[config.mk]
export PLATFORM = sky130hd
export DESIGN_NAME = fold_jitter_osc
export DESIGN_NICKNAME = d
export VERILOG_FILES = /design/src/rtl/osc_pkg.sv /design/src/rtl/osc_jitter.sv /design/src/rtl/osc_ctrl.sv /design/src/rtl/osc_datapath.sv /design/src/rtl/fold_jitter_osc.sv
export SDC_FILE = /design/constraint.sdc
export NUM_CORES = 1
export LEC_CHECK = 0
export BUFFER_PORTS_ARGS = -buffer_cell sky130_fd_sc_hd__buf_2
export CAP_MARGIN = 5
export CORE_MARGIN = 10
export CORE_UTILIZATION = 29
export CTS_CLUSTER_DIAMETER = 100
export DETAILED_ROUTE_END_ITERATION = 8
export MAX_ROUTING_LAYER = met4
export PLACE_DENSITY = 0.49
export SYNTH_ARGS = -nofsm -noshare
export SYNTH_HDL_FRONTEND = slang
export SYNTH_SLANG_ARGS = --single-unit
[constraint.sdc]
create_clock -name clk -period 17.5 [get_ports clk]
set_input_delay 3.5 -clock clk [delete_from_list [all_inputs] [get_ports clk]]
set_output_delay 3.5 -clock clk [all_outputs]
set_load 0.02 [all_outputs]
[src/rtl/osc_pkg.sv]
package osc_pkg;

  // Fixed-point scaling of the jitter factor (value / 2**JIT_FRAC).
  localparam int JIT_FRAC = 10;
  // Fixed-point scaling of the foldback slope.
  localparam int SLOPE_SH = 12;

  // Strobes from the control to the datapath.
  typedef struct packed {
    logic foldBypass;  // last cycle ran to the duty ceiling: use nominal
    logic skipHold;    // pulse skipping in force: gate cycle starts
  } oscStrb_t;

endpackage

[src/rtl/osc_jitter.sv]
module osc_jitter #(
  parameter int CLK_KHZ = 20000,
  parameter int TRI_US  = 8000,
  parameter int JIT_PCT = 6,
  localparam int JIT_MAX = (JIT_PCT << osc_pkg::JIT_FRAC) / 100,
  localparam int JIT_W   = $clog2(JIT_MAX + 1) + 1
) (
  input  logic                    clk,
  input  logic                    rst_n,
  output logic signed [JIT_W-1:0] jitVal
);

  // Four ramps of JIT_MAX steps make one full triangle.
  localparam longint TICK_L = (longint'(CLK_KHZ) * TRI_US) / 1000 / (4 * JIT_MAX);
  localparam int TICK = (TICK_L < 1) ? 1 : int'(TICK_L);
  localparam int TW = (TICK > 1) ? $clog2(TICK) : 1;
  localparam logic [TW-1:0] TICK_LAST = TW'(TICK - 1);
  localparam logic signed [JIT_W-1:0] J_HI = JIT_W'(JIT_MAX);
  localparam logic signed [JIT_W-1:0] J_LO = -J_HI;

  logic [TW-1:0] tickCnt;
  logic          goingUp;
  logic          stepNow;

  assign stepNow = (tickCnt == TICK_LAST);

  always_ff @(posedge clk) begin
    if (!rst_n) begin
      tickCnt <= '0;
      goingUp <= 1'b1;
      jitVal  <= '0;
    end else begin
      tickCnt <= stepNow ? '0 : tickCnt + 1'b1;
      if (stepNow) begin
        if (goingUp) begin
          if (jitVal == J_HI) begin
            goingUp <= 1'b0;
            jitVal  <= jitVal - 1'b1;
          end else begin
            jitVal <= jitVal + 1'b1;
          end
        end else begin
          if (jitVal == J_LO) begin
            goingUp <= 1'b1;
            jitVal  <= jitVal + 1'b1;
          end else begin
            jitVal <= jitVal - 1'b1;
          end
        end
      end
    end
  end

  // the triangle stays inside its band
  a_r4_tri_bound: assert property (@(posedge clk) disable iff (!rst_n)
    (jitVal <= J_HI) && (jitVal >= J_LO));

  // the triangle moves by at most one step per clock
  a_r4_unit_step: assert property (@(posedge clk) disable iff (!rst_n)
    (jitVal == $past(jitVal)) || (jitVal == $past(jitVal) + 1'b1) ||
    (jitVal == $past(jitVal) - 1'b1));

endmodule

[src/rtl/osc_ctrl.sv]
module osc_ctrl #(
  parameter int FB_W        = 12,
  parameter int SKIP_IN_MV  = 700,
  parameter int SKIP_OUT_MV = 800
) (
  input  logic             clk,
  input  logic             rst_n,
  input  logic [FB_W-1:0]  fbMv,
  input  logic             csTrip,
  input  logic             cycleStart,
  input  logic             dutyOff,
  output osc_pkg::oscStrb_t strb,
  output logic             skipActive
);

  localparam logic [FB_W-1:0] SKIP_IN_C  = FB_W'(SKIP_IN_MV);
  localparam logic [FB_W-1:0] SKIP_OUT_C = FB_W'(SKIP_OUT_MV);

  logic tripSeen;
  logic maxHit;

  // Skip hysteresis: enter below the low level, leave above the high one.
  always_ff @(posedge clk) begin
    if (!rst_n) begin
      skipActive <= 1'b0;
    end else if (fbMv < SKIP_IN_C) begin
      skipActive <= 1'b1;
    end else if (fbMv > SKIP_OUT_C) begin
      skipActive <= 1'b0;
    end
  end

  // Maximum-duty detection: no trip between the start and the ceiling.
  always_ff @(posedge clk) begin
    if (!rst_n) begin
      tripSeen <= 1'b0;
      maxHit   <= 1'b0;
    end else begin
      if (cycleStart) begin
        tripSeen <= csTrip;
      end else if (csTrip) begin
        tripSeen <= 1'b1;
      end
      if (dutyOff) begin
        maxHit <= !(tripSeen || csTrip);
      end
    end
  end

  assign strb.foldBypass = maxHit;
  assign strb.skipHold   = skipActive;

  // no cycle starts once skipping was in force on the previous clock
  a_r9_no_start_in_skip: assert property (@(posedge clk) disable iff (!rst_n)
    $past(skipActive) |-> !cycleStart);

  // skip is entered only from a level below the entry threshold
  a_r9_skip_entry: assert property (@(posedge clk) disable iff (!rst_n)
    $rose(skipActive) |-> ($past(fbMv) < SKIP_IN_C));

  // skip is left only from a level above the exit threshold
  a_r10_skip_exit: assert property (@(posedge clk) disable iff (!rst_n)
    $fell(skipActive) |-> ($past(fbMv) > SKIP_OUT_C));

endmodule

[src/rtl/osc_datapath.sv]
module osc_datapath #(
  parameter int CLK_KHZ    = 20000,
  parameter int NOM_KHZ    = 65,
  parameter int MIN_KHZ    = 27,
  parameter int PHASE_W    = 20,
  parameter int FB_W       = 12,
  parameter int DUTY_PCT   = 80,
  parameter int FOLD_HI_MV = 2000,
  parameter int FOLD_LO_MV = 1350,
  parameter int JIT_PCT    = 6,
  localparam int JIT_MAX = (JIT_PCT << osc_pkg::JIT_FRAC) / 100,
  localparam int JIT_W   = $clog2(JIT_MAX + 1) + 1
) (
  input  logic                    clk,
  input  logic                    rst_n,
  input  logic [FB_W-1:0]         fbMv,
  input  logic signed [JIT_W-1:0] jitVal,
  input  osc_pkg::oscStrb_t       strb,
  output logic                    cycleStart,
  output logic                    dutyOff
);

  localparam int IW = PHASE_W;
  localparam int SW = IW + osc_pkg::SLOPE_SH;
  localparam int PW = IW + JIT_W + 1;
  localparam longint PH_ONE    = longint'(1) << PHASE_W;
  localparam longint NOM_INC_L = (longint'(NOM_KHZ) * PH_ONE) / CLK_KHZ;
  localparam longint MIN_INC_L = (longint'(MIN_KHZ) * PH_ONE) / CLK_KHZ;
  localparam longint SLOPE_L   = ((NOM_INC_L - MIN_INC_L) << osc_pkg::SLOPE_SH)
                                 / longint'(FOLD_HI_MV - FOLD_LO_MV);
  localparam longint INC_LO_L  = MIN_INC_L - ((MIN_INC_L * JIT_MAX) >> osc_pkg::JIT_FRAC) - 2;
  localparam longint INC_HI_L  = NOM_INC_L + ((NOM_INC_L * JIT_MAX) >> osc_pkg::JIT_FRAC) + 2;

  localparam logic [IW-1:0]   NOM_INC   = IW'(NOM_INC_L);
  localparam logic [IW-1:0]   MIN_INC   = IW'(MIN_INC_L);
  localparam logic [IW-1:0]   INC_LO    = IW'(INC_LO_L);
  localparam logic [IW-1:0]   INC_HI    = IW'(INC_HI_L);
  localparam logic [SW-1:0]   SLOPE     = SW'(SLOPE_L);
  localparam logic [IW-1:0]   DUTY_C    = IW'((PH_ONE * DUTY_PCT) / 100);
  localparam logic [FB_W-1:0] FOLD_HI_C = FB_W'(FOLD_HI_MV);
  localparam logic [FB_W-1:0] FOLD_LO_C = FB_W'(FOLD_LO_MV);

  logic [IW-1:0]      phase;
  logic [IW-1:0]      incCur;
  logic [IW:0]        phSum;
  logic               wrapEv;
  logic               dutyEv;
  logic               onCycle;
  logic [FB_W-1:0]    fbDelta;
  logic [FB_W+SW-1:0] foldProd;
  logic [IW-1:0]      foldInc;
  logic [IW-1:0]      baseInc;
  logic signed [PW-1:0] jitProd;
  logic [IW-1:0]      nextInc;

  assign phSum  = {1'b0, phase} + {1'b0, incCur};
  assign wrapEv = phSum[IW];
  assign dutyEv = !wrapEv && (phase < DUTY_C) && (phSum[IW-1:0] >= DUTY_C);

  // Linear foldback of the increment (frequency) against feedback.
  always_comb begin
    fbDelta  = fbMv - FOLD_LO_C;
    foldProd = {{SW{1'b0}}, fbDelta} * {{FB_W{1'b0}}, SLOPE};
    if (fbMv >= FOLD_HI_C) begin
      foldInc = NOM_INC;
    end else if (fbMv <= FOLD_LO_C) begin
      foldInc = MIN_INC;
    end else begin
      foldInc = MIN_INC + IW'(foldProd >> osc_pkg::SLOPE_SH);
    end
  end

  // Jitter scales whatever increment the foldback picked.
  always_comb begin
    baseInc = strb.foldBypass ? NOM_INC : foldInc;
    jitProd = $signed({{(JIT_W + 1){1'b0}}, baseInc}) *
              $signed({{(IW + 1){jitVal[JIT_W-1]}}, jitVal});
    nextInc = baseInc + IW'(jitProd >>> osc_pkg::JIT_FRAC);
  end

  always_ff @(posedge clk) begin
    if (!rst_n) begin
      phase      <= '0;
      incCur     <= NOM_INC;
      onCycle    <= 1'b0;
      cycleStart <= 1'b0;
      dutyOff    <= 1'b0;
    end else begin
      phase      <= phSum[IW-1:0];
      cycleStart <= wrapEv && !strb.skipHold;
      dutyOff    <= dutyEv && onCycle;
      if (wrapEv) begin
        incCur  <= nextInc;
        onCycle <= !strb.skipHold;
      end else if (dutyEv) begin
        onCycle <= 1'b0;
      end
    end
  end

  // the increment only moves in a clock where the phase wraps
  a_r11_inc_at_wrap: assert property (@(posedge clk) disable iff (!rst_n)
    (incCur != $past(incCur)) |-> $past(wrapEv));

  // the increment stays within the folded and jittered range
  a_r5_inc_range: assert property (@(posedge clk) disable iff (!rst_n)
    (incCur >= INC_LO) && (incCur <= INC_HI));

  // the duty ceiling never meets a cycle start or the clock after it
  a_r3_start_duty_apart: assert property (@(posedge clk) disable iff (!rst_n)
    cycleStart |-> !dutyOff);
  a_r3_duty_after_start: assert property (@(posedge clk) disable iff (!rst_n)
    cycleStart |=> !dutyOff);

endmodule

[src/rtl/fold_jitter_osc.sv]
module fold_jitter_osc #(
  parameter int CLK_KHZ     = 20000,
  parameter bit HIGH_FREQ   = 1'b0,
  parameter int MIN_KHZ     = 27,
  parameter int PHASE_W     = 20,
  parameter int FB_W        = 12,
  parameter int TRI_US      = 8000,
  parameter int JIT_PCT     = 6,
  parameter int DUTY_PCT    = 80,
  parameter int FOLD_HI_MV  = 2000,
  parameter int FOLD_LO_MV  = 1350,
  parameter int SKIP_IN_MV  = 700,
  parameter int SKIP_OUT_MV = 800
) (
  input  logic            clk,
  input  logic            rst_n,
  input  logic [FB_W-1:0] fbMv,
  input  logic            csTrip,
  output logic            cycleStart,
  output logic            dutyOff,
  output logic            skipActive
);

  localparam int NOM_KHZ = HIGH_FREQ ? 100 : 65;
  localparam int JIT_MAX = (JIT_PCT << osc_pkg::JIT_FRAC) / 100;
  localparam int JIT_W   = $clog2(JIT_MAX + 1) + 1;

  osc_pkg::oscStrb_t       strb;
  logic signed [JIT_W-1:0] jitVal;

  osc_jitter #(
    .CLK_KHZ(CLK_KHZ), .TRI_US(TRI_US), .JIT_PCT(JIT_PCT)
  ) uJit (
    .clk(clk), .rst_n(rst_n), .jitVal(jitVal)
  );

  osc_ctrl #(
    .FB_W(FB_W), .SKIP_IN_MV(SKIP_IN_MV), .SKIP_OUT_MV(SKIP_OUT_MV)
  ) uCtrl (
    .clk(clk), .rst_n(rst_n), .fbMv(fbMv), .csTrip(csTrip),
    .cycleStart(cycleStart), .dutyOff(dutyOff),
    .strb(strb), .skipActive(skipActive)
  );

  osc_datapath #(
    .CLK_KHZ(CLK_KHZ), .NOM_KHZ(NOM_KHZ), .MIN_KHZ(MIN_KHZ),
    .PHASE_W(PHASE_W), .FB_W(FB_W), .DUTY_PCT(DUTY_PCT),
    .FOLD_HI_MV(FOLD_HI_MV), .FOLD_LO_MV(FOLD_LO_MV), .JIT_PCT(JIT_PCT)
  ) uDp (
    .clk(clk), .rst_n(rst_n), .fbMv(fbMv), .jitVal(jitVal), .strb(strb),
    .cycleStart(cycleStart), .dutyOff(dutyOff)
  );

endmodule

==> flow_summary.toml <==
[sta]
period_share_pct = 87.1
setup_viol_count_final = 0
worst_slack_ns = 2.27
fin_setup_tns_ns = 0
rsz0062_at_grt = "no"
fmax_ghz = 0.0656
min_period_ns = 15.23
tightest_slew_ns = 0.973
slew_headroom_pct = 35.1
timing.final.max_slew_violations = 0
skew_ns = 0.0133
finalHoldViolCount = 0

[hold_path]
hold_path_class = "reg2reg"

[detailed_routing]
route.detailed.drc = 0
routed_via_density = 4.85
wl_per_cell_microns = 14.6
drtIter0Drc = 376
wl_microns = 24100
drt_first_pass_iters = 4
postRouteAntennaNets = 0
vias = 7986

[floorplanning]
fp.dieH_microns = 207
die_area_sq_um = 42700
num_rows = 68
die_w_microns = 207
coreArea_sq_um = 34500
start_util_pct = 29.3
io_pins = 18

[yosys]
synth_flop_cell = "dfxtp_1"
synth.avg_cell_area_sq_um = 8.51
seq_area_frac_synth_pct = 12.7
synth_nets = 1444
synth-edff-count = 0
ys_warn_count = 0
synth-async-reset-ratio_pct = 0
netlist_instances = 1186
ys_types = 90
syn_area_sq_um = 10100
synth-seq-cells = 64

[cells_and_area]
mostFrequentLayoutCells = "ha_1 (172), inv_1 (129), nor2_1 (92)"
final_area_sq_um = 10900
insertedDiodeCount = 0
final_util_pct = 31.7
area_delta_synth_final_pct = 8.26
nets = 1445
final_cells = 1647
mostFrequentLayoutCell = "ha_1"
layout-drive-gt1-share_pct = 6.29

[global_route]
antenna_found_initial = 0
grt_pass1_vias = 8317
grt_pass1_wl_microns = 41300
grt_max_degree = 56
grt_util_all_layers_pct = 12.1
gr-total-overflow = 0

[run_status]
status = "completed"

[power_and_ir_drop]
combPwrFrac_pct = 67.5
seqPwrFrac_pct = 14.7
p_leak_nw = 5.40
swShare_pct = 48.3
p_per_area_nw_per_um2 = 99.2
p_int_mw = 0.560
clock_power_share_pct = 17.9
p_sw_mw = 0.524
ir_drop_mv = 0.0517

[cts]
cts_tree = "done"
cts_sinks = 64
cts_buffer_depth = 2
cts_setup_buffers = 0
cts-root-buf = "clkbuf_16"
worstSkewPairLatency_ns = 0.34
cts_resized = 0
htree_num_levels = 3
holdBufCountCts = 0
cts.clk_slew.worst_paths_ns = 0.07
numCtsBuffers = 9

[placement]
dp_cells = 1631
globalplace.congestion = 0.875
numPortBuffers = 17
place_area_sq_um = 10600
place_ws_ns = 1.93
dp_hpwl_microns = 19700

[setup_path]
cp-start-kind = "input pin"
path_class = "in2reg"
cpPeakStageDelay_ns = 0.58
crit_slowest_cell = "o41ai_1"
worst_ep_arrival_time_ns = 15.47
crit_path_max_fanout = 8
r2r_setup_slack_ns = 9.12
critPathMostFrequentCell = "ha_1"
worstPathRequired_ns = 17.74
crit_path_end_kind = "flip-flop"

[flow_run]
drv_cap = 0
flip-flops by register name, summed over array words and instances (netlist names):
register / flops
uCtrl.maxHit: 1
uCtrl.skipActive: 1
uCtrl.tripSeen: 1
uDp.cycleStart: 1
uDp.dutyOff: 1
uDp.incCur: 20
uDp.onCycle: 1
uDp.phase: 20
uJit.goingUp: 1
uJit.jitVal: 7
uJit.tickCnt: 10
final timing paths:
path | start | to | cells after the start
max | fbMv[1] | uDp.incCur[17] | 46
min | uDp.onCycle | uDp.dutyOff | 2
max reg2reg | uCtrl.maxHit | uDp.incCur[17] | 29
min reg2reg | uDp.onCycle | uDp.dutyOff | 2
per-layer routing:
metal  part of all wire [%]  vias up  wire length, microns  track usage (%)
met4                    1.2        0                   299             2.79
met5                      0        -                     0                -
met3                    1.8       16                   428             1.03
met1                     50     3831                 12100             15.6
met2                     47       72                 11300             20.1
li1                       -     4067                     -                -
synthesized netlist by cell type (5+ instances only):
master	instances	area, sq um
nor2_1	92	345
dfxtp_1	64	1280
o21ai_0	44	220
o211ai_1	13	97.6
inv_1	129	484
mux2i_1	6	60.1
o21bai_1	6	45.0
fa_1	71	1420
clkbuf_1	21	78.8
nand2b_1	12	75.1
and4_1	7	61.3
nor3_1	33	165
ha_1	172	2150
nand2_1	87	327
a211o_1	8	70.1
nor2b_1	21	131
and2_1	72	450
nand4_1	5	31.3
a21o_1	18	135
o21a_1	19	143
a31o_2	5	43.8
a21oi_1	52	260
a211oi_1	7	52.6
nand3_1	16	80.1
and3_1	9	56.3
xnor2_1	50	438
a311o_1	5	50.1
xor2_1	36	315
or3_1	10	62.6
layout make-up:
| type | instances | area, sq um |
|---|---|---|
| multi-input combinational | 961 | 8170 |
| fill | 3681 | 23500 |
| clock inverter | 6 | 83.8 |
| clock buffer | 10 | 229 |
| timing repair buffer | 20 | 108 |
| inverter | 131 | 492 |
| tap | 455 | 569 |
| sequential | 64 | 1280 |
cells by family (layout without fill, tap and decap cells):
group	count (synthesis)	in the layout	synth area share [%]
AO/OA/AOI/OAI	239	239	17.2
XOR/XNOR	89	89	8.06
adder cells (fa/ha/maj)	243	243	35.4
buffers and inverters	161	167	6.42
flip-flops	64	64	12.7
multiplexers	6	6	0.595
AND/OR/NAND/NOR	384	384	19.6
critical path, delay by kind of cell:
family / cells / cell delay [ns]
buffers and inverters: 5 / 0.43
AND/OR/NAND/NOR: 10 / 2.47
AO/OA/AOI/OAI: 17 / 3.76
adder cells (fa/ha/maj): 12 / 4.80
XOR/XNOR: 2 / 0.52
power groups by stage:
stage                     logic (mW)  registers, mW  clock network [mW]
after global placement         0.729          0.162                   0
after CTS                      0.738          0.159               0.199
after detailed placement       0.729          0.162                   0
after global routing           0.824          0.160               0.205
after floorplan                0.564          0.161                   0
final                          0.731          0.159               0.194
stage by stage:
stage	total power [mW]	hold WS, ns
3_5_place_dp	0.891	0.457
3_3_place_gp	0.892	0.456
4_1_cts	1.10	0.469
6_report	1.08	0.464
5_1_grt	1.19	0.499
2_1_floorplan	0.724	0.435
Note: power is estimated with default switching activity, not from simulation.
